### config.mk
export PLATFORM = sky130hd
export DESIGN_NAME = ccr_cluster_ctrl
export DESIGN_NICKNAME = d
export VERILOG_FILES = /design/src/rtl/ccr_pkg.sv /design/src/rtl/ccr_addr_decode.sv /design/src/rtl/ccr_reset_bank.sv /design/src/rtl/ccr_clock_bank.sv /design/src/rtl/ccr_status_sync.sv /design/src/rtl/ccr_cluster_ctrl.sv
export SDC_FILE = /design/constraint.sdc
export NUM_CORES = 1
export LEC_CHECK = 0
export BUFFER_PORTS_ARGS = -buffer_cell sky130_fd_sc_hd__buf_4
export CAP_MARGIN = 20
export CORE_MARGIN = 2
export CORE_UTILIZATION = 37
export CTS_CLUSTER_DIAMETER = 80
export DETAILED_ROUTE_END_ITERATION = 10
export GPL_TIMING_DRIVEN = 0
export PLACE_DENSITY = 0.78
export SYNTH_ARGS = -nofsm -noshare
export SYNTH_HDL_FRONTEND = slang
export SYNTH_SLANG_ARGS = --single-unit
### constraint.sdc
create_clock -name clk -period 1.8 [get_ports clk]
set_input_delay 0.36 -clock clk [delete_from_list [all_inputs] [get_ports clk]]
set_output_delay 0.36 -clock clk [all_outputs]
set_load 0.01 [all_outputs]
### src/rtl/ccr_pkg.sv
// Shared constants, the decoded-target type and the mask helpers for the
// cluster clock/reset controller. Assumes at most four cores per cluster.
package ccr_pkg;
    localparam int DATA_W    = 32;
    localparam int MAX_CORES = 4;
    localparam int RST_LANES = 4;
    localparam int CLK_BASE  = 8;
    localparam int RST_W     = MAX_CORES * RST_LANES;

    typedef enum logic [2:0] {
        TGT_NONE,
        TGT_CLK_RW,
        TGT_RST_SET,
        TGT_RST_CLR,
        TGT_CLK_SET,
        TGT_CLK_CLR,
        TGT_STATUS
    } tgt_e;

    // Reset bits owned by one core: lanes interleaved with a stride of MAX_CORES.
    function automatic logic [RST_W-1:0] core_rst_mask(input int core);
        logic [RST_W-1:0] m;
        m = '0;
        for (int k = 0; k < RST_LANES; k++) m[core + k*MAX_CORES] = 1'b1;
        return m;
    endfunction

    // All reset bits that exist for a cluster of ncores cores.
    function automatic logic [RST_W-1:0] impl_rst_mask(input int ncores);
        logic [RST_W-1:0] m;
        m = '0;
        for (int c = 0; c < ncores; c++) m = m | core_rst_mask(c);
        return m;
    endfunction
endpackage

### src/rtl/ccr_addr_decode.sv
// Address decoder: maps a byte offset to one register target.
// Assumes the offsets are distinct; an unknown offset gives TGT_NONE.
module ccr_addr_decode
    import ccr_pkg::*;
#(
    parameter int              ADDR_W      = 12,
    parameter logic [ADDR_W-1:0] OFF_CLK     = 'h04C,
    parameter logic [ADDR_W-1:0] OFF_RST_SET = 'h340,
    parameter logic [ADDR_W-1:0] OFF_RST_CLR = 'h344,
    parameter logic [ADDR_W-1:0] OFF_CLK_SET = 'h348,
    parameter logic [ADDR_W-1:0] OFF_CLK_CLR = 'h34C,
    parameter logic [ADDR_W-1:0] OFF_STATUS  = 'h470
) (
    input  logic [ADDR_W-1:0] addr,
    output tgt_e              tgt
);
    // Compare the offset against each register location.
    always_comb begin
        if      (addr == OFF_CLK)     tgt = TGT_CLK_RW;
        else if (addr == OFF_RST_SET) tgt = TGT_RST_SET;
        else if (addr == OFF_RST_CLR) tgt = TGT_RST_CLR;
        else if (addr == OFF_CLK_SET) tgt = TGT_CLK_SET;
        else if (addr == OFF_CLK_CLR) tgt = TGT_CLK_CLR;
        else if (addr == OFF_STATUS)  tgt = TGT_STATUS;
        else                          tgt = TGT_NONE;
    end
endmodule

### src/rtl/ccr_reset_bank.sv
// Reset word with write-one-to-set and write-one-to-clear updates.
// Assumes set_we and clr_we are never high together (single bus address).
// Bits of cores that are not present stay 0.
module ccr_reset_bank
    import ccr_pkg::*;
#(
    parameter int NUM_CORES = 4
) (
    input  logic             clk,
    input  logic             rst_n,
    input  logic             set_we,
    input  logic             clr_we,
    input  logic [RST_W-1:0] wbits,
    output logic [RST_W-1:0] rst_word
);
    localparam logic [RST_W-1:0] IMPL    = impl_rst_mask(NUM_CORES);
    localparam logic [RST_W-1:0] DEFAULT = IMPL & ~core_rst_mask(0);

    // Hold the reset lanes; the aliases only touch bits written as 1.
    always_ff @(posedge clk) begin
        if (!rst_n)      rst_word <= DEFAULT;
        else if (set_we) rst_word <= (rst_word | wbits) & IMPL;
        else if (clr_we) rst_word <= rst_word & ~wbits & IMPL;
    end
endmodule

### src/rtl/ccr_clock_bank.sv
// Per-core clock-stop bits: whole-word write plus set and clear aliases.
// Assumes at most one write enable is high in a cycle.
module ccr_clock_bank #(
    parameter int NUM_CORES = 4
) (
    input  logic                 clk,
    input  logic                 rst_n,
    input  logic                 plain_we,
    input  logic                 set_we,
    input  logic                 clr_we,
    input  logic [NUM_CORES-1:0] wbits,
    output logic [NUM_CORES-1:0] stop
);
    localparam logic [NUM_CORES-1:0] STOP_DEF = {NUM_CORES{1'b1}} << 1;

    // Update the stop bits according to the addressed alias.
    always_ff @(posedge clk) begin
        if (!rst_n)        stop <= STOP_DEF;
        else if (plain_we) stop <= wbits;
        else if (set_we)   stop <= stop | wbits;
        else if (clr_we)   stop <= stop & ~wbits;
    end
endmodule

### src/rtl/ccr_status_sync.sv
// Two-flop synchronizer that carries each core's "fully in reset" flag
// into the status word. Resets to the power-on held pattern.
module ccr_status_sync #(
    parameter int NUM_CORES = 4
) (
    input  logic                 clk,
    input  logic                 rst_n,
    input  logic [NUM_CORES-1:0] held,
    output logic [NUM_CORES-1:0] status
);
    localparam logic [NUM_CORES-1:0] HELD_DEF = {NUM_CORES{1'b1}} << 1;
    logic [NUM_CORES-1:0] stage1;

    // Shift the held flags through two register stages.
    always_ff @(posedge clk) begin
        if (!rst_n) begin
            stage1 <= HELD_DEF;
            status <= HELD_DEF;
        end else begin
            stage1 <= held;
            status <= stage1;
        end
    end
endmodule

### src/rtl/ccr_cluster_ctrl.sv
// Cluster clock/reset controller top: decodes the register bus, holds the
// reset lanes and clock-stop bits, and reports synchronized reset status.
// Assumes 1 <= NUM_CORES <= 4 and a single-address bus, so that two
// targets are never written in the same cycle.
module ccr_cluster_ctrl
    import ccr_pkg::*;
#(
    parameter int NUM_CORES = 4,
    parameter int ADDR_W    = 12
) (
    input  logic                      clk,
    input  logic                      rst_n,
    input  logic                      bus_wr_en,
    input  logic [ADDR_W-1:0]         bus_addr,
    input  logic [DATA_W-1:0]         bus_wdata,
    output logic [DATA_W-1:0]         bus_rdata,
    output logic [NUM_CORES-1:0]      core_clk_en,
    output logic [4*NUM_CORES-1:0]    core_rst
);
    tgt_e                 tgt;
    logic [RST_W-1:0]     rst_word;
    logic [NUM_CORES-1:0] clk_stop;
    logic [NUM_CORES-1:0] held;
    logic [NUM_CORES-1:0] status_q;

    ccr_addr_decode #(.ADDR_W(ADDR_W)) u_dec (
        .addr (bus_addr),
        .tgt  (tgt)
    );

    ccr_reset_bank #(.NUM_CORES(NUM_CORES)) u_rst (
        .clk      (clk),
        .rst_n    (rst_n),
        .set_we   (bus_wr_en && tgt == TGT_RST_SET),
        .clr_we   (bus_wr_en && tgt == TGT_RST_CLR),
        .wbits    (bus_wdata[RST_W-1:0]),
        .rst_word (rst_word)
    );

    ccr_clock_bank #(.NUM_CORES(NUM_CORES)) u_clk (
        .clk      (clk),
        .rst_n    (rst_n),
        .plain_we (bus_wr_en && tgt == TGT_CLK_RW),
        .set_we   (bus_wr_en && tgt == TGT_CLK_SET),
        .clr_we   (bus_wr_en && tgt == TGT_CLK_CLR),
        .wbits    (bus_wdata[CLK_BASE +: NUM_CORES]),
        .stop     (clk_stop)
    );

    // Per-core fan-out of reset lanes, clock enables and held flags.
    for (genvar c = 0; c < NUM_CORES; c++) begin : g_core
        for (genvar k = 0; k < RST_LANES; k++) begin : g_lane
            assign core_rst[c*RST_LANES + k] = rst_word[c + k*MAX_CORES];
        end
        assign core_clk_en[c] = ~clk_stop[c];
        assign held[c]        = &core_rst[c*RST_LANES +: RST_LANES];
    end

    ccr_status_sync #(.NUM_CORES(NUM_CORES)) u_sync (
        .clk    (clk),
        .rst_n  (rst_n),
        .held   (held),
        .status (status_q)
    );

    // Read mux: only the plain clock word, reset word and status are readable.
    always_comb begin
        bus_rdata = '0;
        case (tgt)
            TGT_CLK_RW:  bus_rdata[CLK_BASE +: NUM_CORES] = clk_stop;
            TGT_RST_SET: bus_rdata[RST_W-1:0]             = rst_word;
            TGT_STATUS:  bus_rdata[NUM_CORES-1:0]         = status_q;
            default:     bus_rdata = '0;
        endcase
    end
endmodule

==> results.yml, run 1 <==
floorplan:
  ios: 99
  core.rowCount: 22
  coreArea_mm2: 0.00374
  die-area_mm2: 0.00449
  start_util_pct: 39.2
  die_w_um: 67.0
  die_h_um: 67.0
global_route:
  antenna_found_initial: 0
  overflow: 0
  grt_max_degree: 16
  grt_pass1_vias: 1390
  track_usage_pct: 20.7
  grt_pass1_wl_um: 6860
setup_path:
  rrSetupSlack_ns: 1.01
  crit_path_start_kind: "input pin"
  path_max_fanout: 7
  required_ns: 1.44
  rr_worst_depth: 2
  endpoint_kind: "output pin"
  path_class: "in2out"
  worstPathArrival_ns: 1.69
run:
  maxCapViolCount: 0
timing:
  finalHoldViolCount: 0
  period_needed_ns: 2.05
  fin_ws_ns: -0.247
  finalCritPeriodShare_pct: 114
  setup_viol: 16
  finalClockSkew_ns: 0.00100
  drv_slew: 0
  fmax_mhz: 488
  rsz0062_at_grt: "yes"
layout:
  multi_input_comb_area_um2: 852
  regArea_um2: 561
  diodes: 0
  final_common_cell: "buf_4"
  drive_above_1_share_pct: 47.3
  finalNetCount: 306
  synthToLayoutAreaGrowth_pct: 60.8
  final_cell_mix: "buf_4, dfxtp_1, buf_6"
  design_area_mm2: 0.00236
  fill_cells: 318
clock_tree:
  cts_num_sinks: 28
  cts_tree: "done"
  cts-root-buf: "clkbuf_8"
  cts_made_buffers: 3
  cts_hold_buf: 0
  cts.clk_slew.worst_paths_ns: 0.09
  ctsHtreeMaxLevel: 1
  clkLatencyLatePin_ns: 0.27
  max-clock-path-buffers: 2
min_path:
  whs_path_depth: 2
  worstHoldStart: "bus_wdata[4]"
  hp-class: "in2reg"
placed_design:
  dpl_cell_area_mm2: 0.00208
  routabilityCongestion: 0.864
  port_buffers: 64
  place_hpwl_um: 3170
route:
  wl_per_cell_um: 14.5
  routed_wl_um: 4450
  drtAntennaViolNets: 0
  drtPass1Iterations: 4
  viasPerCell: 5.12
  drc: 0
  dr.first_iter.drc_count: 86
  detailroute.via_count: 1566
synth:
  synth_area_mm2: 0.00147
  ys_seq_elements: 28
  synth_cells: 167
  seq_area_frac_synth_pct: 38.2
  syn_avg_cell_area_um2: 8.79
  netlist-cell-type-count: 34
  yosysWarnings: 0
outcome:
  run_status: "finished, violations left"
  violations: "setup timing"
power_and_ir_drop:
  max-vdd-ir-drop_mv: 0.220
  p_leak_uw: 0.00117
  p_total_uw: 1170
  powerDensity_mw_per_mm2: 496
## power by group
part | switching (µW) | internal [µW]
sequential | 0.0822 | 619
combinational | 82.6 | 86.8
clock | 186 | 196
## worst max path at each step
stage,depth (start not counted),end,from,slack (ns)
floorplan,5,bus_rdata[1],bus_addr[7],-0.06
global placement,7,bus_rdata[7],bus_addr[7],-0.52
detailed placement,7,bus_rdata[12],bus_addr[7],-0.51
CTS,8,bus_rdata[2],bus_addr[4],-0.24
global route,8,bus_rdata[2],bus_addr[5],-0.33
finish,8,bus_rdata[2],bus_addr[5],-0.25
## logic make-up after synthesis
kind of cell,share of synthesized area [%]
AOI/OAI and AO/OA,21.1
buffers and inverters,13.5
DFF,38.2
other,0.256
and+or+nand+nor,26.9
## stage by stage
| step | utilization [%] | setup WS (ns) | instances | hold slack, ns | TNS (ns) |
|---|---|---|---|---|---|
| 2_1_floorplan | - | -0.0564 | 182 | 0.386 | -0.535 |
| 3_3_place_gp | 55.7 | -0.515 | 294 | 0.390 | -7.50 |
| 3_5_place_dp | 55.7 | -0.513 | 294 | 0.397 | -7.42 |
| 4_1_cts | 62.1 | -0.236 | 305 | 0.273 | -3.34 |
| 5_1_grt | 63.0 | -0.326 | 306 | 0.270 | -4.67 |
| 6_report | 63.0 | -0.247 | 306 | 0.275 | -3.54 |
## cell type report
cell class | instances | area share [%]
Multi-Input combinational cell | 122 | 36.1
Timing Repair Buffer | 72 | 26.7
Sequential cell | 28 | 23.8
Buffer | 27 | 7.74
Tap cell | 48 | 2.55
Clock buffer | 4 | 2.33
Inverter | 5 | 0.795
## cells in the mapped netlist (all sizes together)
cell / n / area (µm²)
a21oi: 17 / 85.1
a22o: 8 / 75.1
a311oi: 4 / 35.0
a31oi: 4 / 25.0
and2: 11 / 81.3
and3: 14 / 90.1
and4b: 1 / 10.0
buf: 22 / 159
clkbuf: 5 / 20.0
conb: 1 / 3.75
dfxtp: 28 / 561
inv: 5 / 18.8
nand2: 6 / 22.5
nand2b: 3 / 18.8
nand3: 5 / 25.0
nand4: 8 / 50.1
nor2: 1 / 3.75
nor3: 1 / 5.00
nor3b: 1 / 12.5
nor4: 2 / 18.8
nor4b: 2 / 47.6
o211ai: 1 / 7.51
o21ai: 15 / 75.1
o21bai: 1 / 7.51
or4b: 1 / 10.0
## critical path, stage by stage
cell and delay (ns):
buf_6 0.10, nor4b_4 0.30, and2_4 0.19, nor4b_4 0.19, buf_6 0.18, buf_6 0.13
a22o_1 0.14, buf_6 0.10
## per-layer routing
layer,up-vias,track usage (%),routed length [µm]
met3,8,3.72,323
met1,734,26.3,1830
met5,-,0,0
li1,759,-,-
met2,65,34.8,2220
met4,0,7.65,72
## timing repair
action,4_1_cts,5_1_grt
pin swaps,9,6
setup buffers,6,2
setup endpoints to repair,16,16
cloned,1,0
gates resized for setup,35,10
Note: power is estimated with default switching activity, not from simulation.
==> inputs of run 2 (changes only) <==
--- a/config.mk
+++ b/config.mk
@@ -13,6 +13,7 @@
 export DETAILED_ROUTE_END_ITERATION = 10
 export GPL_TIMING_DRIVEN = 0
 export PLACE_DENSITY = 0.78
+export RECOVER_POWER = 50
 export SYNTH_ARGS = -nofsm -noshare
 export SYNTH_HDL_FRONTEND = slang
 export SYNTH_SLANG_ARGS = --single-unit
==> run 2 against run 1 <==
The run still ends with setup timing left; sequential power about the same; largest cell class unchanged; clock skew hardly changed; register-to-register slack barely moved; cell count is the same; combinational power is essentially flat; highest routed layer unchanged; sequential share of layout area grew 0.66 points; final area decreased by 2.7%; non-clock buffer count is the same; wire length grew 0.45%; critical path depth is the same; count of clock-buffer cells in the layout unchanged; largest power group unchanged; first-iteration DRC count decreased by 5.8%.
==> results.yml, run 2 (synthesis results as in run 1) <==
route:
  detailroute.via_count: 1557
  drtAntennaViolNets: 0
  wl_per_cell_um: 14.6
  dr.first_iter.drc_count: 81
  drc: 0
  routed_wl_um: 4470
  viasPerCell: 5.09
  drtPass1Iterations: 4
timing:
  drv_slew: 0
  setup_viol: 16
  rsz0062_at_grt: "yes"
  finalClockSkew_ns: 0.00106
  whs_ns: 0.276
  fmax_mhz: 489
  finalCritPeriodShare_pct: 114
  period_needed_ns: 2.05
  fin_ws_ns: -0.246
  finalHoldViolCount: 0
placed_design:
  routabilityCongestion: 0.864
  place_hpwl_um: 3170
  pre_cts_ws_ns: -0.513
  port_buffers: 64
layout:
  finalNetCount: 306
  final_cell_mix: "buf_4, dfxtp_1, buf_6"
  final_common_cell: "buf_4"
  synthToLayoutAreaGrowth_pct: 56.4
  diodes: 0
  drive_above_1_share_pct: 40.7
setup_path:
  crit_path_start_kind: "input pin"
  required_ns: 1.44
  worstPathArrival_ns: 1.69
  path_max_fanout: 7
  path_class: "in2out"
  endpoint_kind: "output pin"
clock_tree:
  cts_tree: "done"
  cts-root-buf: "clkbuf_8"
  max-clock-path-buffers: 2
  cts.clk_slew.worst_paths_ns: 0.09
  clkLatencyLatePin_ns: 0.27
  cts_made_buffers: 3
  ctsHtreeMaxLevel: 1
  cts_num_sinks: 28
floorplan:
  die_w_um: 67.0
  start_util_pct: 39.2
  coreArea_mm2: 0.00374
  ios: 99
  die_h_um: 67.0
  core.rowCount: 22
  die-area_mm2: 0.00449
global_route:
  grt_pass1_vias: 1390
  grt_pass1_wl_um: 6860
  track_usage_pct: 20.7
  grt_max_degree: 16
  overflow: 0
  antenna_found_initial: 0
power_and_ir_drop:
  p_leak_uw: 0.00111
  max-vdd-ir-drop_mv: 0.229
  powerDensity_mw_per_mm2: 509
run:
  maxCapViolCount: 0
min_path:
  hp-class: "in2reg"
outcome:
  violations: "setup timing"
  run_status: "finished, violations left"
[run 2: changes by cell type in the layout (fill, tap and decap cells not counted)]
| cell | before | now |
|---|---|---|
| buf_4 | 68 | 51 |
| clkbuf_1 | 3 | 20 |
| and2_0 | 0 | 1 |
| and2_1 | 2 | 1 |
[run 2: routing by layer]
metal  GRT usage, %  up-vias  part of all wire, %
met5              0        -                    0
met4           7.65        0                  1.8
met3           3.72       10                  7.9
met2           34.8       66                   49
met1           26.3      723                   41
li1               -      758                    -
[run 2: through the flow]
step                power [µW]  std cells  TNS [ns]  instance area [µm²]  utilization [%]
finish                    1170        306     -3.53                 2300             61.3
global route              1220        306     -4.67                 2300             61.3
CTS                       1170        305     -3.34                 2320             62.1
detailed placement         785        294     -7.42                 2080             55.7
global placement           783        294     -7.50                 2080             55.7
floorplan                  709        182    -0.535                 1540                -
[run 2: path summary, 6_finish.rpt]
kind	slack, ns	cells past startpoint	from	end
max reg2reg	1.02	2	register	register
min	0.28	2	bus_wdata[4]	register
min reg2reg	0.41	1	u_sync.stage1[3]$_SDFF_PN1_	u_sync.status[3]$_SDFF_PN1_
max	-0.25	8	bus_addr[5]	bus_rdata[2]
[run 2: power breakdown]
part / total (µW) / switching (µW) / leakage (µW) / internal, µW
Combinational: 169 / 82.8 / 0.000853 / 85.8
Clock: 382 / 186 / 0.0000288 / 196
Sequential: 619 / 0.0818 / 0.000226 / 619
Total: 1170 / 269 / 0.00111 / 900
[run 2: timing repair]
item,CTS,global route
cloned,1,0
endpoints found under the hold margin,0,0
resized for setup,35,10
pin swaps,9,6
buffers inserted,6,2
hold buffers,0,0
setup endpoints to repair,16,16
[run 2: critical path, stage by stage]
cell	delay (ns)
buf_6	0.10
nor4b_4	0.30
and2_4	0.19
nor4b_4	0.19
buf_6	0.18
buf_6	0.13
a22o_1	0.14
buf_6	0.10
[run 2: cell type report]
cell class	count	area, µm²
fillers	332	1450
multi-input cells	122	852
repair buffers	72	567
flip-flops and latches	28	561
plain buffers	27	183
well taps	48	60.1
clock buffers	4	55.1
inverters	5	18.8
==> inputs of run 3 (changes only) <==
--- a/config.mk
+++ b/config.mk
@@ -8,11 +8,11 @@
 export BUFFER_PORTS_ARGS = -buffer_cell sky130_fd_sc_hd__buf_4
 export CAP_MARGIN = 20
 export CORE_MARGIN = 2
-export CORE_UTILIZATION = 37
+export CORE_UTILIZATION = 30
 export CTS_CLUSTER_DIAMETER = 80
 export DETAILED_ROUTE_END_ITERATION = 10
 export GPL_TIMING_DRIVEN = 0
-export PLACE_DENSITY = 0.78
+export PLACE_DENSITY = 0.66
 export RECOVER_POWER = 50
 export SYNTH_ARGS = -nofsm -noshare
 export SYNTH_HDL_FRONTEND = slang
==> constraint.sdc (replaced) <==
create_clock -name clk -period 1.8 [get_ports clk]
set_input_delay 0.36 -clock clk [delete_from_list [all_inputs] [get_ports clk]]
set_output_delay 0.36 -clock clk [all_outputs]
set_load 0.005 [all_outputs]
==> run 3 against run 2 <==
The run still ends with setup timing left; critical path depth did not move; combinational power shrank 4%; count of clock-buffer cells in the layout decreased by 1; highest routed layer unchanged.
==> results.yml, run 3 (synthesis results as in run 1) <==
outcome:
  run_status: "finished, violations left"
  violations: "setup timing"
route:
  wl_met1_um: 1860
  wl_met3_um: 223
  top_layer: "met4"
  dr.first_iter.drc_count: 77
  drc: 0
  wl_per_cell_um: 13.3
  detailroute.via_count: 1516
  viasPerCell: 4.68
  wl_met2_um: 2190
  drtPass1Iterations: 4
  routed_wl_um: 4320
  drtAntennaViolNets: 0
global_route:
  grt_pass1_vias: 1428
  antenna_found_initial: 0
  overflow: 0
  track_usage_pct: 16.0
  grt_pass1_wl_um: 6800
  grt_max_degree: 17
min_path:
  whs_path_depth: 2
  worstHoldStart: "bus_wdata[4]"
  hp-class: "in2reg"
timing:
  finalCritPeriodShare_pct: 113
  fin_ws_ns: -0.226
  finalHoldViolCount: 0
  fin_setup_tns_ns: -3.08
  finalClockSkew_ns: 0.00642
  drv_slew: 0
  fmax_mhz: 494
  period_needed_ns: 2.03
  rsz0062_at_grt: "yes"
  setup_viol: 16
clock_tree:
  cts_made_buffers: 3
  ctsHtreeMaxLevel: 1
  cts_num_sinks: 28
  max-clock-path-buffers: 2
  cts.clk_slew.worst_paths_ns: 0.10
  cts_tree: "done"
  cts_hold_buf: 0
  cts-root-buf: "clkbuf_8"
  clkLatencyLatePin_ns: 0.27
layout:
  fin_util_pct: 50.6
  design_area_mm2: 0.00239
  finalNetCount: 305
  final_cell_mix: "buf_4, dfxtp_1, buf_6"
  final_common_cell: "buf_4"
  synthToLayoutAreaGrowth_pct: 63.0
  diodes: 0
  fill_cells: 447
  drive_above_1_share_pct: 46.7
placed_design:
  port_buffers: 64
  dpl_cell_area_mm2: 0.00210
  routabilityCongestion: 0.852
  place_hpwl_um: 3230
power_and_ir_drop:
  p_leak_uw: 0.00117
  max-vdd-ir-drop_mv: 0.335
  powerDensity_mw_per_mm2: 533
floorplan:
  die_h_um: 73.9
  core.rowCount: 25
  die-area_mm2: 0.00547
  ios: 99
  die_w_um: 73.9
  start_util_pct: 31.1
  coreArea_mm2: 0.00472
run:
  maxCapViolCount: 0
setup_path:
  endpoint_kind: "output pin"
  worstPathArrival_ns: 1.67
  required_ns: 1.44
  rr_worst_depth: 2
  path_max_fanout: 5
  crit_path_start_kind: "input pin"
  rrSetupSlack_ns: 1.01
  path_class: "in2out"
run 3: changes by cell type in the layout (fill, tap and decap cells not counted), sizes merged:
cell    previous run  this run
clkbuf            24        17
buf               79        84
bufinv             0         1
run 3: what timing repair did:
action                                  CTS  global route
endpoints found under the setup margin   16            16
cloned                                    1             0
pin swaps                                12             8
setup buffers                             6             0
gates resized for setup                  20            30
run 3: cell type report:
cell class	count	area (µm²)	share of cell area, %
multi-input cells	122	851	35.6
repair buffers	71	608	25.4
flip-flops and latches	28	561	23.4
plain buffers	27	199	8.32
well taps	67	83.8	3.50
clock buffers	3	41.3	1.73
clock inverters	1	30.0	1.26
inverters	5	18.8	0.785
run 3: power by group:
part | total (µW) | internal [µW] | switching [µW] | leakage (µW)
sequential | 619 | 619 | 0.0840 | 0.000226
combinational | 162 | 89.2 | 73.2 | 0.000908
clock | 493 | 298 | 196 | 0.0000357
total | 1270 | 1010 | 269 | 0.00117
run 3: worst max path at each step:
stage                         end        start  depth (start not counted)
floorplan           bus_rdata[12]  bus_addr[7]                          5
global placement     bus_rdata[6]  bus_addr[7]                          7
detailed placement   bus_rdata[6]  bus_addr[7]                          7
CTS                  bus_rdata[3]  bus_addr[4]                          8
global route         bus_rdata[3]  bus_addr[0]                          8
finish               bus_rdata[3]  bus_addr[4]                          8
run 3: metal layers:
layer  up-vias  GRT usage (%)
li1        758              -
met1       703           19.7
met2        51           29.2
met3         4           2.17
met4         0           4.24
met5         -              0
run 3: critical path, cell delays in order:
cell and delay [ns]:
buf_6 0.10, nor4b_4 0.28, and2_4 0.19, nor4b_4 0.17, buf_4 0.18, buf_6 0.13
a22o_1 0.14, buf_4 0.11
run 3: per-stage QoR:
| step | hold WS [ns] | power (µW) | cells | worst slack (ns) |
|---|---|---|---|---|
| 5_1_grt | 0.262 | 1320 | 324 | -0.304 |
| 3_5_place_dp | 0.395 | 776 | 313 | -0.510 |
| 3_3_place_gp | 0.389 | 776 | 313 | -0.483 |
| 4_1_cts | 0.272 | 1270 | 324 | -0.229 |
| 2_1_floorplan | 0.386 | 701 | 182 | -0.0322 |
| 6_report | 0.276 | 1270 | 324 | -0.226 |
